$ cat src/rtl/alu_pkg.sv
`timescale 1ns/1ps
package alu_pkg;

  localparam int NFLAGS = 4;
  localparam int FLAG_Z = 0;
  localparam int FLAG_N = 1;
  localparam int FLAG_C = 2;
  localparam int FLAG_O = 3;

  typedef enum logic [1:0] {
    PATH_ARITH = 2'd0,
    PATH_ADDI  = 2'd1,
    PATH_LUI   = 2'd2,
    PATH_IDLE  = 2'd3
  } path_e;

  typedef enum logic [3:0] {
    FN_ZERO, FN_AND, FN_OR, FN_XOR, FN_NOT,
    FN_SHL, FN_SHR, FN_ROL, FN_ROR, FN_SUM, FN_LUI
  } fn_e;

  typedef enum logic [1:0] {
    CIN_ZERO, CIN_ONE, CIN_FLAG
  } cin_e;

  // Strobes from control to datapath
  typedef struct packed {
    fn_e               fn;
    logic              invB;
    logic              useImm;
    cin_e              cinSel;
    logic [NFLAGS-1:0] upd;
  } strobe_t;

endpackage

$ cat src/rtl/alu_ctrl.sv
`timescale 1ns/1ps
module alu_ctrl
  import alu_pkg::*;
(
  input  logic [1:0] pathSel,
  input  logic [3:0] opCode,
  input  logic       flagEn,
  output strobe_t    strb
);

  localparam logic [NFLAGS-1:0] MASK_NZ  = (1 << FLAG_N) | (1 << FLAG_Z);
  localparam logic [NFLAGS-1:0] MASK_CNZ = MASK_NZ | (1 << FLAG_C);
  localparam logic [NFLAGS-1:0] MASK_ALL = MASK_CNZ | (1 << FLAG_O);

  logic [NFLAGS-1:0] updRaw;

  always_comb begin
    strb.fn     = FN_ZERO;
    strb.invB   = 1'b0;
    strb.useImm = 1'b0;
    strb.cinSel = CIN_ZERO;
    updRaw      = '0;
    case (pathSel)
      PATH_ARITH: begin
        case (opCode)
          4'd0:  begin strb.fn = FN_AND; updRaw = MASK_NZ; end
          4'd1:  begin strb.fn = FN_OR;  updRaw = MASK_NZ; end
          4'd2:  begin strb.fn = FN_SHL; updRaw = MASK_CNZ; end
          4'd3:  begin strb.fn = FN_SHR; updRaw = MASK_CNZ; end
          4'd4:  begin strb.fn = FN_SUM; updRaw = MASK_CNZ; end
          4'd5:  begin
            strb.fn = FN_SUM; strb.invB = 1'b1; strb.cinSel = CIN_ONE; updRaw = MASK_CNZ;
          end
          4'd6:  begin strb.fn = FN_XOR; updRaw = MASK_NZ; end
          4'd7:  begin strb.fn = FN_NOT; updRaw = MASK_NZ; end
          4'd8:  begin strb.fn = FN_SUM; strb.cinSel = CIN_FLAG; updRaw = MASK_CNZ; end
          4'd9:  begin
            strb.fn = FN_SUM; strb.invB = 1'b1; strb.cinSel = CIN_FLAG; updRaw = MASK_CNZ;
          end
          4'd10: begin strb.fn = FN_ROL; updRaw = MASK_NZ; end
          4'd11: begin strb.fn = FN_ROR; updRaw = MASK_NZ; end
          default: begin strb.fn = FN_ZERO; updRaw = '0; end
        endcase
      end
      PATH_ADDI: begin
        strb.fn = FN_SUM; strb.useImm = 1'b1; updRaw = MASK_ALL;
      end
      PATH_LUI: strb.fn = FN_LUI;
      default:  strb.fn = FN_ZERO;
    endcase
    strb.upd = flagEn ? updRaw : '0;
  end

endmodule

$ cat src/rtl/alu_datapath.sv
`timescale 1ns/1ps
module alu_datapath
  import alu_pkg::*;
#(
  parameter int DW  = 16,
  parameter int AIW = 6,
  parameter int LIW = 10
)(
  input  logic              clk,
  input  logic              rstN,
  input  strobe_t           strb,
  input  logic [DW-1:0]     opA,
  input  logic [DW-1:0]     opB,
  input  logic [LIW-1:0]    imm,
  output logic [DW-1:0]     result,
  output logic [NFLAGS-1:0] flags
);

  localparam int LOW_CLR = DW - LIW;

  logic [DW-1:0]     bSel;
  logic              cin;
  logic [DW:0]       sum;
  logic              carryOut;
  logic              ovf;
  logic [NFLAGS-1:0] nxt;

  always_comb begin
    if (strb.useImm)    bSel = {{(DW-AIW){imm[AIW-1]}}, imm[AIW-1:0]};
    else if (strb.invB) bSel = ~opB;
    else                bSel = opB;
    case (strb.cinSel)
      CIN_ONE:  cin = 1'b1;
      CIN_FLAG: cin = flags[FLAG_C];
      default:  cin = 1'b0;
    endcase
  end

  assign sum = {1'b0, opA} + {1'b0, bSel} + {{DW{1'b0}}, cin};
  assign ovf = (opA[DW-1] == bSel[DW-1]) && (sum[DW-1] != opA[DW-1]);

  always_comb begin
    carryOut = 1'b0;
    case (strb.fn)
      FN_AND: result = opA & opB;
      FN_OR:  result = opA | opB;
      FN_XOR: result = opA ^ opB;
      FN_NOT: result = ~opA;
      FN_SHL: begin result = {opA[DW-2:0], 1'b0}; carryOut = opA[DW-1]; end
      FN_SHR: begin result = {1'b0, opA[DW-1:1]}; carryOut = opA[0]; end
      FN_ROL: result = {opA[DW-2:0], flags[FLAG_C]};
      FN_ROR: result = {flags[FLAG_C], opA[DW-1:1]};
      FN_SUM: begin result = sum[DW-1:0]; carryOut = sum[DW]; end
      FN_LUI: result = {imm, {LOW_CLR{1'b0}}};
      default: result = '0;
    endcase
  end

  always_comb begin
    nxt         = '0;
    nxt[FLAG_Z] = ~|result;
    nxt[FLAG_N] = result[DW-1];
    nxt[FLAG_C] = carryOut;
    nxt[FLAG_O] = ovf;
  end

  for (genvar g = 0; g < NFLAGS; g++) begin : g_flag
    always_ff @(posedge clk or negedge rstN) begin
      if (!rstN)            flags[g] <= 1'b0;
      else if (strb.upd[g]) flags[g] <= nxt[g];
    end
  end

  // a written Z flag reflects the result of the cycle before
  a_r2_zero_tracks: assert property (@(posedge clk) disable iff (!rstN)
    strb.upd[FLAG_Z] |=> (flags[FLAG_Z] == ($past(result) == '0)));

  // a written N flag is the sign of the result of the cycle before
  a_r2_sign_tracks: assert property (@(posedge clk) disable iff (!rstN)
    strb.upd[FLAG_N] |=> (flags[FLAG_N] == $past(result[DW-1])));

  // flags are clear during reset
  always_comb begin
    if (!rstN) a_r11_reset_clear: assert (flags == '0);
  end

endmodule

$ cat src/rtl/alu_flags_core.sv
`timescale 1ns/1ps
module alu_flags_core
  import alu_pkg::*;
#(
  parameter int DW  = 16,
  parameter int AIW = 6,
  parameter int LIW = 10
)(
  input  logic           clk,
  input  logic           rstN,
  input  logic [1:0]     pathSel,
  input  logic [3:0]     opCode,
  input  logic [DW-1:0]  opA,
  input  logic [DW-1:0]  opB,
  input  logic [LIW-1:0] imm,
  input  logic           flagEn,
  output logic [DW-1:0]  result,
  output logic           flagZ,
  output logic           flagN,
  output logic           flagC,
  output logic           flagO
);

  localparam int LOW_CLR = DW - LIW;

  strobe_t           strb;
  logic [NFLAGS-1:0] flags;

  alu_ctrl u_ctrl (
    .pathSel (pathSel),
    .opCode  (opCode),
    .flagEn  (flagEn),
    .strb    (strb)
  );

  alu_datapath #(.DW(DW), .AIW(AIW), .LIW(LIW)) u_dp (
    .clk    (clk),
    .rstN   (rstN),
    .strb   (strb),
    .opA    (opA),
    .opB    (opB),
    .imm    (imm),
    .result (result),
    .flags  (flags)
  );

  assign flagZ = flags[FLAG_Z];
  assign flagN = flags[FLAG_N];
  assign flagC = flags[FLAG_C];
  assign flagO = flags[FLAG_O];

  // disabled update holds every flag
  a_r10_hold_flags: assert property (@(posedge clk) disable iff (!rstN)
    !flagEn |=> $stable(flags));

  // overflow only moves on the add-immediate path
  a_r12_o_only_addi: assert property (@(posedge clk) disable iff (!rstN)
    (pathSel != PATH_ADDI) |=> $stable(flagO));

  // rotates keep the carry
  a_r6_rot_keeps_c: assert property (@(posedge clk) disable iff (!rstN)
    (pathSel == PATH_ARITH && (opCode == 4'd10 || opCode == 4'd11)) |=> $stable(flagC));

  // logical operations keep the carry
  a_r1_logic_keeps_c: assert property (@(posedge clk) disable iff (!rstN)
    (pathSel == PATH_ARITH && (opCode == 4'd0 || opCode == 4'd1 || opCode == 4'd6 || opCode == 4'd7))
    |=> $stable(flagC));

  // reserved codes and the idle path give zero and keep all flags
  a_r9_reserved_quiet: assert property (@(posedge clk) disable iff (!rstN)
    (pathSel == PATH_IDLE || (pathSel == PATH_ARITH && opCode >= 4'd12))
    |-> (result == '0) ##1 $stable(flags));

  // load-upper places the immediate on top and clears the rest
  a_r8_lui_shape: assert property (@(posedge clk) disable iff (!rstN)
    (pathSel == PATH_LUI) |-> (result[LOW_CLR-1:0] == '0 && result[DW-1:LOW_CLR] == imm));

endmodule

$ cat config.mk
export PLATFORM = sky130hd
export DESIGN_NAME = alu_flags_core
export DESIGN_NICKNAME = d
export VERILOG_FILES = /design/src/rtl/alu_pkg.sv /design/src/rtl/alu_ctrl.sv /design/src/rtl/alu_datapath.sv /design/src/rtl/alu_flags_core.sv
export SDC_FILE = /design/constraint.sdc
export NUM_CORES = 1
export LEC_CHECK = 0
export BUFFER_PORTS_ARGS = -buffer_cell sky130_fd_sc_hd__buf_2
export CORE_MARGIN = 8
export CORE_UTILIZATION = 48
export DETAILED_ROUTE_END_ITERATION = 10
export PLACE_DENSITY = 0.72
export SYNTH_ARGS = -nofsm -noshare
export SYNTH_HDL_FRONTEND = slang
export SYNTH_HIERARCHICAL = 1
export SYNTH_SLANG_ARGS = --single-unit
export TNS_END_PERCENT = 50
$ cat constraint.sdc
create_clock -name clk -period 5.8 [get_ports clk]
set_clock_uncertainty 0.05 [all_clocks]
set_input_delay 0.58 -clock clk [delete_from_list [all_inputs] [get_ports clk]]
set_output_delay 0.58 -clock clk [all_outputs]
set_load 0.03 [all_outputs]
==> results.md, run 1 <==
- Status: complete, no violations
- Die Y: 97.82 um
- Top FF cell, synth: dfrtp_1
- Pwr/cell area: 141.4 nW/um2
- Largest net degree at the start of global routing: 32
- Largest register FFs: 4
- Hold/Removal Path Class: primary input to async pin
- I/O pin cnt: 71
- P_leak: 1.805 nW
- Post-synthesis cell count: 461
- RSZ-0062 raised after global routing: no
- Layout cells sized above 1: 19.65%
- Largest registers: u_dp/flags (4)
- Most common cell after layout, fill and taps aside: buf_2
- Rel. slew slack: 21.31%
- Cts bufs inserted: 3
- Yosys warnings: 6
- Sink Count: 4
- Avg Vias per Cell: 6.298
- Final setup viols: 0
- Die Wd: 97.82 um
- Number of flops mapped to enable cells by yosys: 0
- Critical Path AT: 4.77 ns
- Setup repair bufs after CTS: 0
- Core box area: 6644 um2
- Number of global-route vias before repair: 3,438
- Reg2reg end: u_dp/flags[0]
- I/O Buffers: 70
- Clock slew at reported path FFs: 0.03 ns
- Clk_lat worst skew: 0.21 ns
- Maxcap violations: 0
- Worst Setup EP: result[14]
- Area Growth Syn to Fin: 13.82%
- Clock power share: 11.0%
- H-tree Lvls: 1
- Synthesized area: 3213 um2
- WP data required: 5.17 ns
- Initial core utilization: 48.36%
- Worst reg2reg path depth: 12
- Yosys cell types: 66
- R2R setup slack: 1.77 ns
- Largest Register: u_dp/flags
- Iter 0 DRT Violations: 239
- Gr usage total: 21.25%
- DP HPWL: 8283 um
- Power, Total: 0.0005170 W
- CTS tree: done
- Switching Share: 54.67%
- Placement row count: 30
- VDD IR max: 0.07082 mV
- Worst r2r src: u_dp/flags[2]
- Clk buf depth: 2
- Crit path max fanout: 9
- Ys async rst share: 100.0%
- NetSw: 0.0002826 W
- Sequential share of power: 7.2%
- Routed Antenna Nets: 0
- Hold Fails Final Rpt: 0
- Die area: 9568 um2
- Initial antenna violation count: 0
- Nature of the critical path startpoint: primary input
- Commonest cells after routing, fill and taps aside: 70 x buf_2, 51 x ha_1, 50 x nor2_1
- Vias post-DR: 3,741
- Seq/Total Area, Yosys: 3.115%
- Gate power share: 81.8%
- Drt first pass iters: 5
- WL per Instance: 18.19 um
- DRC: 0
- Tmin final: 5.404 ns
- Flops & latches, synth: 4
- Internal power: 0.0002344 W
- Crit end category: primary output
- Period utilization: 93.17%
- Placer Congestion: 0.9650
- Final slew viol count: 0
- Setup TNS: 0 ns
- Fmax: 185.1 MHz
- GRT overflow: 0
- ANT cells: 0
- Syn Nets: 566
- Final wirelength: 10,800 um
- Net count, final: 621
- Worst slew pin tran: 1.164 ns
- Clk root buf: clkbuf_8
- Crit path kind: primary input to primary output
- Worst Setup SP: pathSel[0]
- First-pass GRT wire length: 17,160 um
- Synth Area per Inst: 6.970 um2
what timing repair did:
action / CTS / global route
hold buffers: 0 / 0
gates resized for setup: 0 / 1
endpoints found under the setup margin: 0 / 1
final cells by class:
class,count,area [um2]
Clock buffer,3,41.29
Inverter,43,161.4
Tap cell,80,100.1
Sequential cell,4,100.1
Timing Repair Buffer,80,425.4
Fill cell,697,2987
Multi-Input combinational cell,384,2829
power by group through the flow:
stage               Clock (W)  Combinational, W  Sequential (W)
finish              0.0000570          0.000423       0.0000372
CTS                 0.0000588          0.000417       0.0000373
detailed placement          0          0.000415       0.0000377
global placement            0          0.000411       0.0000372
global route        0.0000612          0.000459       0.0000379
floorplan                   0          0.000287       0.0000473
critical path: stages:
cell      delay (ns)
buf_2           0.13
inv_1           0.09
ha_2            0.27
nand3b_1        0.13
nor3b_1         0.29
inv_1           0.08
ha_1            0.20
a21oi_1         0.12
nor2_1          0.07
fa_1            0.45
fa_1            0.47
a211oi_1        0.26
o21ai_0         0.21
a311o_1         0.39
nand2_1         0.11
a21oi_1         0.11
and4_1          0.21
or3_1           0.40
buf_2           0.20
worst min path at each step:
stage / start / endpoint / slack (ns) / cells past startpoint
floorplan: rstN / u_dp/flags[0] / 0.23 / 0
global placement: rstN / u_dp/flags[3] / 0.33 / 1
detailed placement: rstN / u_dp/flags[1] / 0.34 / 1
CTS: rstN / u_dp/flags[1] / 0.11 / 1
global route: rstN / u_dp/flags[0] / 0.12 / 1
finish: rstN / u_dp/flags[1] / 0.12 / 1
Yosys cell counts (3+ instances only):
| master | count | area share (%) |
|---|---|---|
| o21ai_0 | 26 | 4.0 |
| or3_1 | 6 | 1.2 |
| a211oi_1 | 8 | 1.9 |
| buf_4 | 5 | 1.2 |
| mux2_2 | 3 | 1.1 |
| a221o_1 | 3 | 0.93 |
| clkbuf_1 | 12 | 1.4 |
| a21o_1 | 8 | 1.9 |
| nor2_1 | 50 | 5.8 |
| a211o_1 | 5 | 1.4 |
| a2111o_1 | 3 | 1.1 |
| a2111oi_0 | 4 | 1.1 |
| inv_1 | 43 | 5.0 |
| o211ai_1 | 7 | 1.6 |
| mux2i_1 | 6 | 1.9 |
| nor2b_1 | 6 | 1.2 |
| nand2_1 | 25 | 2.9 |
| o22ai_1 | 6 | 1.2 |
| buf_2 | 11 | 1.7 |
| nor3_1 | 12 | 1.9 |
| nor3b_1 | 6 | 1.4 |
| nand3_1 | 10 | 1.6 |
| o21a_1 | 3 | 0.70 |
| ha_1 | 52 | 20 |
| a21oi_1 | 32 | 5.0 |
| xor2_1 | 15 | 4.1 |
| xnor2_1 | 8 | 2.2 |
| nand4_1 | 3 | 0.58 |
| dfrtp_1 | 4 | 3.1 |
| a31oi_1 | 7 | 1.4 |
| nand2b_1 | 9 | 1.8 |
| nand3b_1 | 6 | 1.4 |
| or4b_2 | 3 | 0.93 |
| a22oi_1 | 10 | 2.3 |
stage by stage:
stage	area, um2	cells	utilization (%)	hold slack [ns]	setup slack [ns]
floorplan	3213	461	-	0.2344	0.3552
global placement	3613	591	54.39	0.3345	0.4602
detailed placement	3613	591	54.39	0.3379	0.3183
CTS	3655	594	55.01	0.1106	0.2924
global route	3657	594	55.05	0.1176	0.07848
finish	3657	594	55.05	0.1176	0.3962
kinds of logic (layout without fill, tap and decap cells):
group                    count (synthesis)  count (layout)  share of synthesized area (%)
AND/OR/NAND/NOR                        154             154                          25.62
AO/OA/AOI/OAI                          144             144                          31.04
buffers and inverters                   73             126                          9.540
adder cells (fa/ha/maj)                 54              54                          21.50
XOR/XNOR                                23              23                          6.270
multiplexers                             9               9                          2.921
flip-flops                               4               4                          3.115
layer usage:
| metal | vias up | GRT usage, % | share of wire, % |
|---|---|---|---|
| met2 | 172 | 35.06 | 46 |
| met5 | - | 0 | 0 |
| met1 | 1747 | 28.45 | 45 |
| met4 | 0 | 5.156 | 1.7 |
| li1 | 1802 | - | - |
| met3 | 20 | 2.632 | 7.6 |
(Power assumes the default switching activity.)
==> run 2: changes to the inputs <==
--- a/config.mk
+++ b/config.mk
@@ -9,6 +9,7 @@
 export CORE_MARGIN = 8
 export CORE_UTILIZATION = 48
 export DETAILED_ROUTE_END_ITERATION = 10
+export MAX_ROUTING_LAYER = met4
 export PLACE_DENSITY = 0.72
 export SYNTH_ARGS = -nofsm -noshare
 export SYNTH_HDL_FRONTEND = slang
==> run 2 against run 1 <==
Against the previous run:
- design area about the same
- via count is 0.53% lower
- clock power shrank 0.7%
- die area is the same
- flip-flop and latch count unchanged
- first-iteration DRC count shrank 33%
- worst setup slack got worse by 0.011 ns
- core utilization about the same
- global-route usage rose by 1.5 points
- sequential share of layout area about the same
- hold slack hardly changed
- final cell count down 0.17%
==> results.md, run 2 (synthesis gave the netlist of run 1 again) <==
- Hold buffers post-CTS: 0 (unchanged)
- Placer Congestion: 0.9734 (+0.87%)
- Hold Fails Final Rpt: 0 (unchanged)
- NetSw: 0.0002834 W (+0.27%)
- WL per Instance: 18.35 um (+0.89%)
- Area Growth Syn to Fin: 13.75% (about the same)
- Iter 0 DRT Violations: 160 (-33%)
- Clk root buf: clkbuf_8
- Met3 wire len: 631 um (-23%)
- CTS tree: done
- Clk_lat worst skew: 0.21 ns (about the same)
- Die Y: 97.82 um (unchanged)
- Die Wd: 97.82 um (unchanged)
- Filler Cell Count: 698 (+0.14%)
- Gr usage total: 22.79% (+1.5 points)
- Commonest cells after routing, fill and taps aside: 70 x buf_2, 51 x ha_1, 50 x nor2_1
- Final wirelength: 10,880 um (+0.72%)
- P_leak: 1.801 nW (-0.22%)
- Period utilization: 93.35% (+0.19 points)
- Largest register FFs: 4 (unchanged)
- Maxcap violations: 0 (unchanged)
- Sink Count: 4 (unchanged)
- Largest net degree at the start of global routing: 32 (unchanged)
- Setup repair bufs after CTS: 0 (unchanged)
- Pre-CTS WS: 0.2785 ns (-0.03976 ns)
- VDD IR max: 0.05828 mV (-18%)
- Placement row count: 30 (unchanged)
- Sequential share of power: 7.2% (about the same)
- Die area: 9568 um2 (unchanged)
- Met2 wire length: 5140 um (+4.3%)
- H-tree Lvls: 1 (unchanged)
- Clock power share: 10.9% (about the same)
- Area occupied by multi-input gates: 2834 um2 (+0.18%)
- Clk buf depth: 2 (unchanged)
- RSZ-0062 raised after global routing: no
- Inst Count DP: 590 (-0.17%)
- WP data required: 5.17 ns (about the same)
- Reg area: 100.1 um2 (unchanged)
- Switching Share: 54.79% (+0.12 points)
- Tmin final: 5.415 ns (+0.01077 ns)
- Highest Signal Layer: met4
- Final setup viols: 0 (unchanged)
- Vias post-DR: 3,721 (-0.53%)
- Avg Vias per Cell: 6.275 (-0.37%)
- Most common cell after layout, fill and taps aside: buf_2
- Drt first pass iters: 4 (-1)
- Clock slew at reported path FFs: 0.03 ns (about the same)
- I/O Buffers: 70 (unchanged)
- Final setup margin: 0.3855 ns (-0.01077 ns)
- Worst slew pin tran: 1.292 ns (+0.1273 ns)
- Rel. slew slack: 12.71% (-8.6 points)
- Internal power: 0.0002338 W (-0.22%)
- M1 wire length: 4975 um (+2.3%)
- Non-Filler Instances: 593 (-0.17%)
- DP HPWL: 8313 um (+0.36%)
- Fmax: 184.7 MHz (-0.20%)
- Final slew viol count: 0 (unchanged)
- Crit end category: primary output
- Setup TNS: 0 ns (unchanged)
- Number of global-route vias before repair: 3,671 (+6.8%)
- GRT overflow: 0 (unchanged)
- Crit path max fanout: 9 (unchanged)
- ANT cells: 0 (unchanged)
- Gate power share: 81.9% (about the same)
- Largest Register: u_dp/flags
- Routed Antenna Nets: 0 (unchanged)
- Pwr/cell area: 141.5 nW/um2 (+0.12%)
- Nature of the critical path startpoint: primary input
- Status: complete, no violations
- Hold/Removal Path Class: primary input to async pin
- Layout cells sized above 1: 19.69% (+0.038 points)
- Cts bufs inserted: 3 (unchanged)
- Initial core utilization: 48.36% (unchanged)
- Largest registers: u_dp/flags (4)
- Layout Utilization: 55.01% (about the same)
- I/O pin cnt: 71 (unchanged)
- Core box area: 6644 um2 (unchanged)
- Critical Path AT: 4.78 ns (about the same)
- DRC: 0 (unchanged)
- First-pass GRT wire length: 17,970 um (+4.7%)
- Net count, final: 620 (-0.16%)
- Crit path kind: primary input to primary output
- Initial antenna violation count: 0 (unchanged)
==> run 2: cell types whose count changed in the layout (fill, tap and decap cells not counted), sizes merged <==
cell | previous run | this run
buf | 80 | 79
==> run 2: power by group through the flow <==
stage	Combinational [W]	Sequential, W	Clock (W)
after floorplan	0.000287	0.0000473	0
after global placement	0.000411	0.0000372	0
after detailed placement	0.000416	0.0000379	0
after CTS	0.000419	0.0000375	0.0000575
after global routing	0.000464	0.0000382	0.0000600
final	0.000423	0.0000373	0.0000566
==> run 2: final cells by class <==
cell class,instances,share of cell area [%]
Multi-Input combinational cell,384,77.54
Tap cell,80,2.739
Sequential cell,4,2.739
Timing Repair Buffer,79,11.43
Inverter,43,4.416
Clock buffer,3,1.130
==> run 2: timing repair <==
item | 4_1_cts | 5_1_grt
endpoints found under the hold margin | 0 | 0
endpoints found under the setup margin | 0 | 1
gates resized for setup | 0 | 2
==> run 2: worst max-delay path, stage by stage <==
cell and delay [ns]:
buf_2 0.13, inv_1 0.11, ha_2 0.28, nand3b_1 0.15, nor3b_2 0.24, inv_1 0.07, ha_1 0.19, a21oi_1 0.13
nor2_1 0.07, fa_1 0.45, fa_1 0.46, a211oi_1 0.27, o21ai_0 0.24, a311o_1 0.39, nand2_1 0.10, a21oi_1 0.10
and4_1 0.20, or3_1 0.40, buf_2 0.20
==> run 2: metrics by stage <==
step / hold WS, ns / total power (W) / cell area (um2)
global placement: 0.3356 / 0.0004482 / 3606
global route: 0.1191 / 0.0005624 / 3655
detailed placement: 0.3413 / 0.0004540 / 3606
CTS: 0.1183 / 0.0005137 / 3647
finish: 0.1175 / 0.0005172 / 3655
floorplan: 0.2344 / 0.0003344 / 3213
==> run 2: worst paths after layout <==
check                           endpoint  slack, ns          start  cells after the start
max in group asynchronous  u_dp/flags[2]       5.46           rstN                      1
hold / removal             u_dp/flags[1]       0.12           rstN                      1
min in group clk           u_dp/flags[3]       0.46  u_dp/flags[3]                      1
setup reg to reg           u_dp/flags[0]       1.79  u_dp/flags[2]                     12
setup / recovery              result[14]       0.39     pathSel[0]                     19
hold reg to reg            u_dp/flags[3]       0.46  u_dp/flags[3]                      1
==> run 2: metal layers <==
layer	track usage, %	up-vias
met2	37.53	132
met1	28.80	1776
met3	2.703	13
met5	-	-
li1	-	1800
met4	5.755	0
